## config.mk

```make
export PLATFORM = sky130hd
export DESIGN_NAME = miss_track_table
export DESIGN_NICKNAME = d
export VERILOG_FILES = /design/src/rtl/mtt_pkg.sv /design/src/rtl/mtt_match.sv /design/src/rtl/mtt_order_fifo.sv /design/src/rtl/miss_track_table.sv
export SDC_FILE = /design/constraint.sdc
export NUM_CORES = 1
export LEC_CHECK = 0
export CORE_ASPECT_RATIO = 1.5
export CORE_MARGIN = 1.5
export CORE_UTILIZATION = 30
export DETAILED_ROUTE_END_ITERATION = 6
export MAX_ROUTING_LAYER = met4
export PLACE_DENSITY = 0.48
export RECOVER_POWER = 100
export SETUP_SLACK_MARGIN = 0.4
export SYNTH_ARGS = -nofsm -noshare
export SYNTH_HDL_FRONTEND = slang
export SYNTH_HIERARCHICAL = 1
export SYNTH_SLANG_ARGS = --single-unit
```

## constraint.sdc

```tcl
create_clock -name clk -period 15.16 [get_ports clk]
set_input_delay 3.79 -clock clk [delete_from_list [all_inputs] [get_ports clk]]
set_output_delay 3.79 -clock clk [all_outputs]
set_load 0.03 [all_outputs]
```

## src/rtl/mtt_pkg.sv

```systemverilog
package mtt_pkg;

    typedef enum logic [1:0] {
        ADD_IDLE,
        ADD_MERGE,
        ADD_ALLOC,
        ADD_DROP
    } add_act_e;

    function automatic int idx_w(input int n);
        return (n > 1) ? $clog2(n) : 1;
    endfunction

endpackage

```

## src/rtl/mtt_match.sv

```systemverilog
module mtt_match #(
    parameter int N_ENTRIES = 4,
    parameter int ADDR_W    = 16
) (
    input  logic [N_ENTRIES-1:0]        slot_used,
    input  logic [N_ENTRIES-1:0]        slot_done,
    input  logic [N_ENTRIES*ADDR_W-1:0] slot_addr_flat,
    input  logic [ADDR_W-1:0]           key,
    output logic [N_ENTRIES-1:0]        hit
);
    for (genvar g = 0; g < N_ENTRIES; g++) begin : g_cmp
        assign hit[g] = slot_used[g] && !slot_done[g] &&
                        (slot_addr_flat[g*ADDR_W +: ADDR_W] == key);
    end
endmodule

```

## src/rtl/mtt_order_fifo.sv

```systemverilog
module mtt_order_fifo #(
    parameter int DEPTH = 4,
    parameter int W     = 2
) (
    input  logic         clk,
    input  logic         rst,
    input  logic         push,
    input  logic [W-1:0] push_data,
    input  logic         pop,
    output logic [W-1:0] head,
    output logic         nonempty
);
    localparam int AW = mtt_pkg::idx_w(DEPTH);

    logic [W-1:0]  mem [DEPTH];
    logic [AW-1:0] wp, rp;
    logic [AW:0]   cnt;

    function automatic logic [AW-1:0] nxt(input logic [AW-1:0] p);
        return (p == AW'(DEPTH - 1)) ? '0 : p + AW'(1);
    endfunction

    assign head     = mem[rp];
    assign nonempty = (cnt != '0);

    always_ff @(posedge clk) begin
        if (rst) begin
            wp  <= '0;
            rp  <= '0;
            cnt <= '0;
        end else begin
            if (push) wp <= nxt(wp);
            if (pop)  rp <= nxt(rp);
            case ({push, pop})
                2'b10:   cnt <= cnt + (AW+1)'(1);
                2'b01:   cnt <= cnt - (AW+1)'(1);
                default: cnt <= cnt;
            endcase
        end
    end

    always_ff @(posedge clk) begin
        if (push) mem[wp] <= push_data;
    end
endmodule

```

## src/rtl/miss_track_table.sv

```systemverilog
module miss_track_table
    import mtt_pkg::*;
#(
    parameter int N_ENTRIES = 4,
    parameter int MAX_MERGE = 4,
    parameter int ADDR_W    = 16,
    parameter int ID_W      = 4
) (
    input  logic              clk,
    input  logic              rst,
    input  logic [ADDR_W-1:0] lkp_addr,
    output logic              lkp_pending,
    output logic              lkp_full,
    input  logic              add_valid,
    input  logic [ID_W-1:0]   add_id,
    input  logic              add_atomic,
    input  logic              fill_valid,
    input  logic [ADDR_W-1:0] fill_addr,
    output logic              fill_atomic,
    output logic              fill_err,
    output logic              rdy,
    input  logic              pop,
    output logic [ID_W-1:0]   out_id,
    output logic [ADDR_W-1:0] out_addr
);
    localparam int EW = idx_w(N_ENTRIES);
    localparam int PW = idx_w(MAX_MERGE);
    localparam int CW = $clog2(MAX_MERGE + 1);

    // slot state
    logic [N_ENTRIES-1:0] ent_v;
    logic [N_ENTRIES-1:0] ent_r;
    logic [N_ENTRIES-1:0] ent_at;
    logic [ADDR_W-1:0]    ent_addr [N_ENTRIES];
    logic [CW-1:0]        ent_cnt  [N_ENTRIES];
    logic [ID_W-1:0]      ent_ids  [N_ENTRIES][MAX_MERGE];
    logic [N_ENTRIES*ADDR_W-1:0] addr_flat;

    for (genvar g = 0; g < N_ENTRIES; g++) begin : g_flat
        assign addr_flat[g*ADDR_W +: ADDR_W] = ent_addr[g];
    end

    // lookups
    logic [N_ENTRIES-1:0] lkp_vec, fill_vec;
    logic [EW-1:0]        lkp_idx, fill_idx, free_idx;
    logic                 fill_hit, free_any;

    mtt_match #(.N_ENTRIES(N_ENTRIES), .ADDR_W(ADDR_W)) u_lkp_cam (
        .slot_used(ent_v), .slot_done(ent_r), .slot_addr_flat(addr_flat),
        .key(lkp_addr), .hit(lkp_vec)
    );

    mtt_match #(.N_ENTRIES(N_ENTRIES), .ADDR_W(ADDR_W)) u_fill_cam (
        .slot_used(ent_v), .slot_done(ent_r), .slot_addr_flat(addr_flat),
        .key(fill_addr), .hit(fill_vec)
    );

    always_comb begin
        lkp_idx  = '0;
        fill_idx = '0;
        free_idx = '0;
        for (int i = N_ENTRIES - 1; i >= 0; i--) begin
            if (lkp_vec[i])  lkp_idx  = EW'(i);
            if (fill_vec[i]) fill_idx = EW'(i);
            if (!ent_v[i])   free_idx = EW'(i);
        end
    end

    assign lkp_pending = |lkp_vec;
    assign fill_hit    = |fill_vec;
    assign free_any    = ~&ent_v;
    assign lkp_full    = lkp_pending ? (ent_cnt[lkp_idx] == CW'(MAX_MERGE)) : !free_any;
    assign fill_atomic = fill_valid && fill_hit && ent_at[fill_idx];
    assign fill_err    = fill_valid && !fill_hit;

    add_act_e act;
    always_comb begin
        if (!add_valid)      act = ADD_IDLE;
        else if (lkp_full)   act = ADD_DROP;
        else if (lkp_pending) act = ADD_MERGE;
        else                 act = ADD_ALLOC;
    end

    // drain side
    logic [EW-1:0] hd_idx;
    logic [CW-1:0] dpos;
    logic          pop_do, last_one, fill_do;

    assign fill_do  = fill_valid && fill_hit;
    assign pop_do   = pop && rdy;
    assign last_one = ((dpos + CW'(1)) == ent_cnt[hd_idx]);
    assign out_id   = ent_ids[hd_idx][dpos[PW-1:0]];
    assign out_addr = ent_addr[hd_idx];

    mtt_order_fifo #(.DEPTH(N_ENTRIES), .W(EW)) u_order (
        .clk(clk), .rst(rst),
        .push(fill_do), .push_data(fill_idx),
        .pop(pop_do && last_one),
        .head(hd_idx), .nonempty(rdy)
    );

    // control state
    always_ff @(posedge clk) begin
        if (rst) begin
            ent_v  <= '0;
            ent_r  <= '0;
            ent_at <= '0;
            dpos   <= '0;
        end else begin
            case (act)
                ADD_MERGE: begin
                    ent_cnt[lkp_idx] <= ent_cnt[lkp_idx] + CW'(1);
                    ent_at[lkp_idx]  <= ent_at[lkp_idx] | add_atomic;
                end
                ADD_ALLOC: begin
                    ent_v[free_idx]   <= 1'b1;
                    ent_r[free_idx]   <= 1'b0;
                    ent_cnt[free_idx] <= CW'(1);
                    ent_at[free_idx]  <= add_atomic;
                end
                default: ;
            endcase
            if (fill_do) ent_r[fill_idx] <= 1'b1;
            if (pop_do) begin
                if (last_one) begin
                    ent_v[hd_idx] <= 1'b0;
                    ent_r[hd_idx] <= 1'b0;
                    dpos          <= '0;
                end else begin
                    dpos <= dpos + CW'(1);
                end
            end
        end
    end

    // payload storage, no reset needed
    always_ff @(posedge clk) begin
        if (act == ADD_MERGE)
            ent_ids[lkp_idx][ent_cnt[lkp_idx][PW-1:0]] <= add_id;
        if (act == ADD_ALLOC) begin
            ent_ids[free_idx][0] <= add_id;
            ent_addr[free_idx]   <= lkp_addr;
        end
    end
endmodule

```

==> flow_summary.json <==
{
  "status": "finished with violations",
  "failed_checks": "max-capacitance violations, max-slew violations",
  "finalClockSkew_ns": 0.00988,
  "grt_max_degree": 42,
  "path_cells": "dlygate4sd3_1 -> xor2_1 -> nor4_1 -> nand4_1 -> nor4_1 -> nor3_1 -> nor2_1 -> o22a_1 -> inv_1 -> ha_1 -> nand3_1 -> o21ai_0 -> dlygate4sd3_1",
  "avgRoutedWirePerCell_um": 21.8,
  "critical-path-top-delay-family": "simple AND/OR/NAND/NOR gates",
  "die_area_mm2": 0.0301,
  "firstDrtPassIters": 4,
  "rr_startpoint": "ent_addr[1][15]",
  "hold-path-cell-count": 1,
  "cts_resized": 0,
  "vias": 5374,
  "min_delay_worst_endpoint": "ent_at[3]",
  "max-slew-margin-rel_pct": -144,
  "antenna_found_initial": 0,
  "ir_worst_vdd_mv": 0.0732,
  "cp-start-kind": "input pin",
  "wl_um": 23900,
  "slowest_delay_ns": 1.10,
  "hold_violations": 0,
  "synth_edf_count": 148,
  "layout.nets": 745,
  "async_flop_share_pct": 0,
  "cp.required_ns": 11.37,
  "min_from": "ent_at[3]",
  "cts_sinks": 172,
  "path_max_fanout": 10,
  "grt.total_usage_pct": 17.1,
  "powerDensity_mw_per_mm2": 98.6,
  "layout-area-overhead-vs-synth_pct": 18.8,
  "fp.dieH_um": 212,
  "timing.rr.end": "ent_r[3]",
  "fin_setup_tns_ns": 0,
  "worstSetupEndpointType": "primary output",
  "reg2reg_depth": 16,
  "drc": 0,
  "p_total_mw": 1.02,
  "dieWidth_um": 142,
  "netlist.area_leader.share_pct": 51.0,
  "grt_overflow": 0,
  "port-buffer-count": 66,
  "grt_pass1_vias": 5943,
  "min_period_ns": 12.33,
  "ys_seq_elements": 172,
  "start_util_pct": 30.4,
  "clock-root-buffer": "clkbuf_16",
  "path_clk_slew_ns": 0.07,
  "antenna_cells": 0,
  "ys_top_cells_by_area": "edfxtp_1, xor2_1, mux4_2",
  "leakage_nw": 3.43,
  "critPathBufInv": 3,
  "setup_viol": 0,
  "clkLatencyLatePin_ns": 0.43,
  "netlist_area_mm2": 0.00871,
  "globalplace.congestion": 0.869,
  "r2r_setup_slack_ns": 8.73,
  "dominantRegCellSynth": "edfxtp_1",
  "grt_pass1_wl_um": 35800,
  "crit_arrival_ns": 8.54,
  "core_area_mm2": 0.0286,
  "hold_buffers": 0,
  "maxSlewViolCount": 61,
  "drive_gt1_share_pct": 12.1,
  "final_cells": 1092,
  "hp-class": "flip-flop to flip-flop",
  "drt_iter0_drc": 308,
  "postCtsSetupBuffers": 0,
  "seq_area_mm2": 0.00492,
  "crit_slowest_cell": "nor4_1",
  "synthesis.nets": 673,
  "yosysTopAreaCell": "edfxtp_1",
  "numCtsBuffers": 17,
  "multiInputGateArea_mm2": 0.00359,
  "rows": 76,
  "cap_violations": 2,
  "antenna_left": 0,
  "nFillCells": 2782,
  "htreeDepth": 4,
  "io_pins": 67,
  "yosysWarnings": 6,
  "crit_type": "input pin to primary output",
  "synth_cells": 617,
  "avgSynthCellArea_um2": 14.1,
  "dp_hpwl_um": 17800,
  "placed_cells": 1060,
  "timing.final.crit_share_pct": 81.3,
  "grt_setup_unrepaired": "false",
  "ys_types": 48,
  "clockBufferDepth": 2,
  "cts_tree": "yes",
  "fmax_mhz": 81.1,
  "synth-seq-area-share_pct": 56.6,
  "timing_worst_slew_pin_value_ns": 3.66,
  "viasPerCell": 4.92
}
[worst max path at each step]
stage | depth (start not counted) | slack (ns) | start | endpoint
final | 13 | 2.83 | lkp_addr[14] | lkp_full
after global placement | 11 | 3.48 | lkp_addr[15] | lkp_full
after CTS | 11 | 3.50 | lkp_addr[14] | lkp_full
after floorplan | 13 | 5.49 | lkp_addr[0] | lkp_full
after detailed placement | 11 | 3.51 | lkp_addr[14] | lkp_full
after global routing | 13 | 2.38 | lkp_addr[15] | lkp_full
[flip-flops by register name, summed over array words and instances (netlist names), 3 cells and up, named ones only]
signal       cells
u_order/mem      8
ent_addr        64
ent_ids         64
dpos             3
ent_at           4
u_order/cnt      3
ent_cnt         12
ent_v            4
ent_r            4
[synth_stat cells (all sizes together) (2+ instances only)]
master  count
a311oi      5
o22a        2
nand2b      2
a221oi      2
and2        6
nand4      10
inv        20
o21a        2
a21oi      12
nor3b      12
buf        11
edfxtp    148
or3         2
a211oi      3
o21ai      15
clkbuf      9
ha         13
a21boi      2
mux2i       6
nor2b       5
a22oi       2
dfxtp      24
nand3b      3
xnor2       5
a32oi       2
nor3        8
nor4       33
o22ai       4
mux4       41
nor2       40
or2         3
a31oi       4
xor2      131
nand3       3
nand2      18
and3        2
[final cells by class]
class / instances / share of cell area (%)
Clock buffer: 17 / 4.11
Clock inverter: 15 / 1.44
Inverter: 20 / 0.726
Multi-Input combinational cell: 405 / 34.7
Sequential cell: 172 / 47.6
Tap cell: 390 / 4.72
Timing Repair Buffer: 73 / 6.71
[placed cells by master (no fill, tap or decap), types with 8 or more instances in the layout]
cell type        instances
nor3_1                   8
nor2_1                  40
dfxtp_1                 24
o21ai_0                 15
nand4_1                 10
nor4_1                  27
ha_1                    13
dlygate4sd3_1           46
a21oi_1                 12
mux4_2                  41
edfxtp_1               148
inv_1                   20
xor2_1                 131
nor3b_1                 12
nand2_1                 18
clkdlybuf4s50_1         20
clkbuf_16               17
[worst reg2reg max path, stage by stage, from the launching register on]
cell and delay, ns:
edfxtp_1 0.44, xor2_1 0.20, nor4_1 0.46, nand4_1 0.14, nor4_1 1.10, nor3_1 0.22
or2_2 0.35, a221oi_1 0.43, nand2_1 0.14, a21boi_0 0.23, ha_1 0.44, nand2_1 0.17
nor4_1 0.29, clkbuf_1 1.14, inv_1 0.10, a32oi_1 0.20, a311oi_1 0.07
[cells by family after synthesis]
kind of cell	Yosys count	share of synthesized area (%)
xor+xnor	136	13.8
mux	47	11.3
buf+inv	40	2.04
fa+ha+maj	14	2.10
compound gates	60	4.54
simple gates	148	9.70
flops	172	56.6
[power by group]
part	internal [mW]	total (mW)	switching, mW
Clock	0.219	0.423	0.204
Sequential	0.521	0.528	0.00676
Combinational	0.0257	0.0692	0.0435
[metrics by stage]
step	setup WS, ns	hold WS (ns)	util (%)	instance area (um2)
2_1_floorplan	5.49	0.440	-	8710
3_3_place_gp	3.48	0.462	34.3	9810
3_5_place_dp	3.51	0.466	34.3	9810
4_1_cts	3.50	0.482	36.3	10400
5_1_grt	2.38	0.502	36.1	10300
6_report	2.83	0.475	36.1	10300
[metal layers]
layer / track usage (%) / vias to the layer above / wire [um]
li1: - / 2487 / -
met1: 17.1 / 2739 / 8900
met2: 32.5 / 112 / 13600
met3: 2.69 / 36 / 553
met4: 6.93 / 0 / 769
met5: - / - / 0
No activity file was read; power rests on OpenSTA's default activity.
